--- src/rtl/fbo_pkg.sv ---
// Package: shared types for the flag-bus ownership controller.
// Assumes: nothing beyond IEEE 1800-2017.
package fbo_pkg;

    // Ownership scheme picked while master reset is held.
    typedef enum logic {
        SCHEME_ADDRESSED = 1'b0,
        SCHEME_RING      = 1'b1
    } bus_scheme_e;

endpackage

--- src/rtl/fbo_scheme_latch.sv ---
// Module: fbo_scheme_latch
// Captures the ownership scheme from the mode pin while reset is held and
// freezes it afterwards. Also marks the first cycle after reset release.
// Assumes: synchronous active-low reset held for at least one clock edge.
module fbo_scheme_latch
    import fbo_pkg::*;
(
    input  logic        clk,
    input  logic        rst_n,
    input  logic        mode_i,
    output bus_scheme_e scheme_o,
    output logic        first_o
);

    bus_scheme_e scheme_q;
    logic        first_q;

    // Sample the mode pin during reset, hold it once reset is released.
    always_ff @(posedge clk) begin
        if (!rst_n) begin
            scheme_q <= mode_i ? SCHEME_RING : SCHEME_ADDRESSED;
        end
    end

    // Flag the first edge after reset release; cleared from then on.
    always_ff @(posedge clk) begin
        if (!rst_n) begin
            first_q <= 1'b1;
        end else begin
            first_q <= 1'b0;
        end
    end

    assign scheme_o = scheme_q;
    assign first_o  = first_q;

endmodule

--- src/rtl/fbo_addr_select.sv ---
// Module: fbo_addr_select
// Addressed ownership: a valid strobe whose device field matches this
// device's identity grants the bus; a valid strobe for any other device
// releases it. A strobe coinciding with a queue selection is void.
// Assumes: enable_i is static after reset; ownership is cleared when disabled.
module fbo_addr_select #(
    parameter int ID_W = 3
) (
    input  logic            clk,
    input  logic            rst_n,
    input  logic            enable_i,
    input  logic [ID_W-1:0] dev_id_i,
    input  logic [ID_W-1:0] dev_addr_i,
    input  logic            strobe_i,
    input  logic            qsel_i,
    output logic            own_o
);

    logic own_q;
    logic hit;
    logic valid_strobe;

    // Decode whether this edge carries a usable selection and whether it is ours.
    always_comb begin
        valid_strobe = enable_i && strobe_i && !qsel_i;
        hit          = (dev_addr_i == dev_id_i);
    end

    // Update ownership on each valid selection, hold it otherwise.
    always_ff @(posedge clk) begin
        if (!rst_n) begin
            own_q <= 1'b0;
        end else if (!enable_i) begin
            own_q <= 1'b0;
        end else if (valid_strobe) begin
            own_q <= hit;
        end
    end

    assign own_o = own_q;

endmodule

--- src/rtl/fbo_ring_node.sv ---
// Module: fbo_ring_node
// Token-ring ownership: on the first edge after reset the master claims the
// bus; on later edges the node owns the bus when its token input is high.
// Assumes: exactly one device in the ring has master_i high.
module fbo_ring_node (
    input  logic clk,
    input  logic rst_n,
    input  logic enable_i,
    input  logic first_i,
    input  logic master_i,
    input  logic token_in_i,
    output logic own_o
);

    logic own_q;
    logic claim;

    // Pick the claim source: start-up rule on the first edge, token after.
    always_comb begin
        if (first_i) begin
            claim = master_i;
        end else begin
            claim = token_in_i;
        end
    end

    // Register ownership for exactly one cycle per claim.
    always_ff @(posedge clk) begin
        if (!rst_n) begin
            own_q <= 1'b0;
        end else if (!enable_i) begin
            own_q <= 1'b0;
        end else begin
            own_q <= claim;
        end
    end

    assign own_o = own_q;

endmodule

--- src/rtl/fbo_bus_drive.sv ---
// Module: fbo_bus_drive
// Registers the per-queue flag values and gates them, bit by bit, onto the
// shared bus with matching output enables while this device owns the bus.
// Assumes: own_i is a registered signal aligned with the captured flags.
module fbo_bus_drive #(
    parameter int FLAG_W = 4
) (
    input  logic              clk,
    input  logic              rst_n,
    input  logic              own_i,
    input  logic [FLAG_W-1:0] flag_in_i,
    output logic [FLAG_W-1:0] flag_o,
    output logic [FLAG_W-1:0] flag_oe_o
);

    logic [FLAG_W-1:0] flag_q;

    // Capture the flag values every cycle so the bus shows last edge's state.
    always_ff @(posedge clk) begin
        if (!rst_n) begin
            flag_q <= '0;
        end else begin
            flag_q <= flag_in_i;
        end
    end

    // One driver slice per bus bit: value and enable follow ownership.
    for (genvar b = 0; b < FLAG_W; b++) begin : g_slice
        always_comb begin
            flag_oe_o[b] = own_i;
            flag_o[b]    = own_i ? flag_q[b] : 1'b0;
        end
    end

endmodule

--- src/rtl/flag_bus_owner.sv ---
// Module: flag_bus_owner (top)
// Decides whether this device drives the shared flag-status bus of a bank
// of cascaded devices, using either addressed selection or a token ring,
// as chosen by mode_i while reset is held.
// Assumes: every device in the bank uses the same scheme; in ring mode
// token_out_o of each device feeds token_in_i of the next, wrapping around.
module flag_bus_owner
    import fbo_pkg::*;
#(
    parameter int ID_W   = 3,
    parameter int FLAG_W = 4
) (
    input  logic              clk,
    input  logic              rst_n,
    input  logic              mode_i,
    input  logic [ID_W-1:0]   dev_id_i,
    input  logic [ID_W-1:0]   dev_addr_i,
    input  logic              strobe_i,
    input  logic              qsel_i,
    input  logic              master_i,
    input  logic              token_in_i,
    input  logic [FLAG_W-1:0] flag_in_i,
    output logic [FLAG_W-1:0] flag_o,
    output logic [FLAG_W-1:0] flag_oe_o,
    output logic              sync_o,
    output logic              token_out_o
);

    bus_scheme_e scheme;
    logic        first_cycle;
    logic        ring_mode;
    logic        addr_own;
    logic        ring_own;
    logic        own;

    fbo_scheme_latch u_scheme (
        .clk      (clk),
        .rst_n    (rst_n),
        .mode_i   (mode_i),
        .scheme_o (scheme),
        .first_o  (first_cycle)
    );

    // Decode the latched scheme into a plain enable.
    always_comb begin
        ring_mode = (scheme == SCHEME_RING);
    end

    fbo_addr_select #(.ID_W(ID_W)) u_addr (
        .clk        (clk),
        .rst_n      (rst_n),
        .enable_i   (!ring_mode),
        .dev_id_i   (dev_id_i),
        .dev_addr_i (dev_addr_i),
        .strobe_i   (strobe_i),
        .qsel_i     (qsel_i),
        .own_o      (addr_own)
    );

    fbo_ring_node u_ring (
        .clk        (clk),
        .rst_n      (rst_n),
        .enable_i   (ring_mode),
        .first_i    (first_cycle),
        .master_i   (master_i),
        .token_in_i (token_in_i),
        .own_o      (ring_own)
    );

    // Merge the two ownership sources and derive the ring outputs.
    always_comb begin
        own         = ring_mode ? ring_own : addr_own;
        token_out_o = ring_mode && ring_own;
        sync_o      = ring_mode && ring_own && master_i;
    end

    fbo_bus_drive #(.FLAG_W(FLAG_W)) u_drive (
        .clk       (clk),
        .rst_n     (rst_n),
        .own_i     (own),
        .flag_in_i (flag_in_i),
        .flag_o    (flag_o),
        .flag_oe_o (flag_oe_o)
    );

endmodule

--- config.mk ---
export PLATFORM = sky130hd
export DESIGN_NAME = flag_bus_owner
export DESIGN_NICKNAME = d
export VERILOG_FILES = /design/src/rtl/fbo_pkg.sv /design/src/rtl/fbo_scheme_latch.sv /design/src/rtl/fbo_addr_select.sv /design/src/rtl/fbo_ring_node.sv /design/src/rtl/fbo_bus_drive.sv /design/src/rtl/flag_bus_owner.sv
export SDC_FILE = /design/constraint.sdc
export NUM_CORES = 1
export LEC_CHECK = 0
export BUFFER_PORTS_ARGS = -buffer_cell sky130_fd_sc_hd__buf_2
export CAP_MARGIN = 20
export CORE_AREA = 3 3 40 42
export DETAILED_ROUTE_END_ITERATION = 12
export DIE_AREA = 0 0 43 45
export HOLD_SLACK_MARGIN = 0.03
export SETUP_SLACK_MARGIN = 0.02
export SKIP_LAST_GASP = 1
export SYNTH_ARGS = -nofsm -noshare
export SYNTH_HDL_FRONTEND = slang
export SYNTH_HIERARCHICAL = 1
export SYNTH_SLANG_ARGS = --single-unit
--- constraint.sdc ---
create_clock -name clk -period 1.9 [get_ports clk]
set_input_delay 0.19 -clock clk [delete_from_list [all_inputs] [get_ports clk]]
set_output_delay 0.19 -clock clk [all_outputs]
set_load 0.005 [all_outputs]
==> flow_summary.ini <==
[outcome]
status = completed

[yosys]
synth_cell_type_count = 16
synthAdderAreaFrac_pct = 0
synth_nets = 53
synth_compound_area_share_pct = 3.36
seq_area_frac_synth_pct = 45.6
synth_seq_cells = 8
synthXorXnorAreaFrac_pct = 7.05
yosys.area_share.simple_pct = 27.2
ys_warn_count = 6
avgSynthCellArea_sq_um = 10.4
synth_mux_area_share_pct = 6.71
synth_cells = 36
synth_top_family_by_area = simple AND/OR/NAND/NOR gates
synth_area_sq_um = 373

[global_routing]
grt_overflow = 0
grt_max_degree = 9
grt_pass1_wl_um = 1110
antenna_found_initial = 0
track_usage_pct = 8.43
grt_pass1_vias = 284

[flow_run]
cap_violations = 0

[critical_path]
r2r_start = u_scheme/scheme_o
arrival_ps = 1320
crit_path_start_kind = register
r2r_end = u_addr/own_o
crit_type = register to output port
reg2reg_slack_ps = 1060
crit_path_end_kind = output port
reg2regPathDepth = 3
crit_fanout = 8
crit_required_ps = 1710

[min_path]
hp-start = mode_i
hold_depth = 1
worstHoldEndpoint = u_scheme/scheme_o
hp-class = primary input to register

[cts]
cts_num_sinks = 8
h-tree-depth = 1
ctsResizeCount = 0
cts_buffers = 3
cts_tree = built
postCtsHoldBufs = 0
clock_path_buffers = 2
clockRootBuffer = clkbuf_4
insertion_delay_ps = 250
cts.clk_slew.worst_paths_ps = 60
post_cts_buffers = 0

[route]
ant_nets = 0
vias = 322
drtIter0Drc = 1
drc = 0
drt-vias-per-instance = 4.18
wl_per_cell_um = 8.75
wl_um = 674
firstDrtPassIters = 2

[timing]
fin_ws_ps = 389
hold_viol = 0
slew_violations = 0
max_freq_ghz = 0.662
finalSetupViolations = 0
rsz0062_at_grt = no
worst_pin_slew_ps = 116
period_minus_slack_ps = 1510
finalCritPeriodShare_pct = 79.5
fin_setup_tns_ps = 0
fin_worst_skew_ps = 4.00
slew_headroom_pct = 92.0

[layout]
drive_above_1_share_pct = 54.8
antennaDiodeCount = 0
instances_no_fill = 77
final_nets = 80
final_common_cell = buf_2
finalInstanceArea_sq_um = 518
layout_common_cells = buf_2, and2_1, dfxtp_1
area_delta_synth_final_pct = 38.9
fillers = 137
fin_util_pct = 40.3

[die]
core_sq_um = 1280
boundaryPins = 27
die_x_um = 43
row_count = 13
die_area_sq_um = 1940
die_h_um = 45
start_util_pct = 29.0

[power_and_ir_drop]
powerDensity_nw_per_um2 = 717
p_leak_nw = 0.280
ir_drop_mv = 0.252

[placement]
place_inst = 73
globalplace.congestion = 0.642
place_area_sq_um = 492
dp_slack_ps = 657
portBuffers = 26
-- where the power goes --
group          switching, mW  total [mW]  internal, mW
clock network         0.0590       0.139        0.0804
logic                 0.0185      0.0478        0.0293
registers            0.00395       0.184         0.180
total                 0.0815       0.371         0.290
-- final cells by class --
class / instances / area [sq um] / area share (%)
clock buffer: 4 / 26.3 / 5.07
inverter: 2 / 7.51 / 1.45
multi-input combinational: 22 / 165 / 31.9
sequential: 8 / 170 / 32.9
tap: 15 / 18.8 / 3.62
timing repair buffer: 26 / 130 / 25.1
-- cell families (layout without fill, tap and decap cells) --
family / after synthesis / after routing
and+or+nand+nor: 16 / 16
DFF: 8 / 8
buffers and inverters: 6 / 32
xor gates and xnor gates: 3 / 3
muxes: 2 / 2
AOI/OAI and AO/OA: 1 / 1
-- synthesized netlist by cell type --
master	number	area [sq um]
o22ai_2	1	12.5
and3_2	1	7.51
nand2_1	2	7.51
mux2i_1	1	10.0
dfxtp_1	7	140
mux2_4	1	15.0
xnor2_1	3	26.3
inv_1	2	7.51
buf_4	4	30.0
nand3_1	1	5.00
nor2_1	1	3.75
and2_1	8	50.1
edfxtp_1	1	30.0
nor2b_4	1	13.8
nand4_1	1	6.26
and2_2	1	7.51
-- layer usage --
metal,share of wire (%),vias to the layer above,GRT usage (%)
met2,46,21,13.2
met5,0,-,0
met3,14,3,4.78
met1,36,134,8.01
met4,3.4,0,7.23
li1,-,164,-
-- registers in the layout (all words and copies together), names as in the netlist --
signal and cells:
u_drive/flag_q 4, u_addr/own_o 1, u_ring/own_o 1, u_scheme/first_o 1, u_scheme/scheme_o 1
-- critical path, cell delays in order, from the launching register on --
cell	delay (ps)
edfxtp_1	440
mux2_4	360
and2_1	160
buf_2	120
-- through the flow --
stage | hold WS, ps | power, mW
6_report | 110 | 0.371
5_1_grt | 102 | 0.398
4_1_cts | 100 | 0.381
3_5_place_dp | 374 | 0.237
3_3_place_gp | 374 | 0.236
2_1_floorplan | 272 | 0.214
-- worst max-delay path by stage --
| stage | from | endpoint | cells after the start |
|---|---|---|---|
| 3_5_place_dp | u_scheme/scheme_o | flag_o[3] | 3 |
| 3_3_place_gp | u_scheme/scheme_o | flag_o[3] | 3 |
| 6_report | u_scheme/scheme_o | flag_o[3] | 3 |
| 4_1_cts | u_scheme/scheme_o | flag_o[3] | 3 |
| 5_1_grt | u_scheme/scheme_o | flag_o[3] | 3 |
| 2_1_floorplan | u_scheme/scheme_o | flag_o[3] | 2 |
Note: power is estimated with default switching activity, not from simulation.
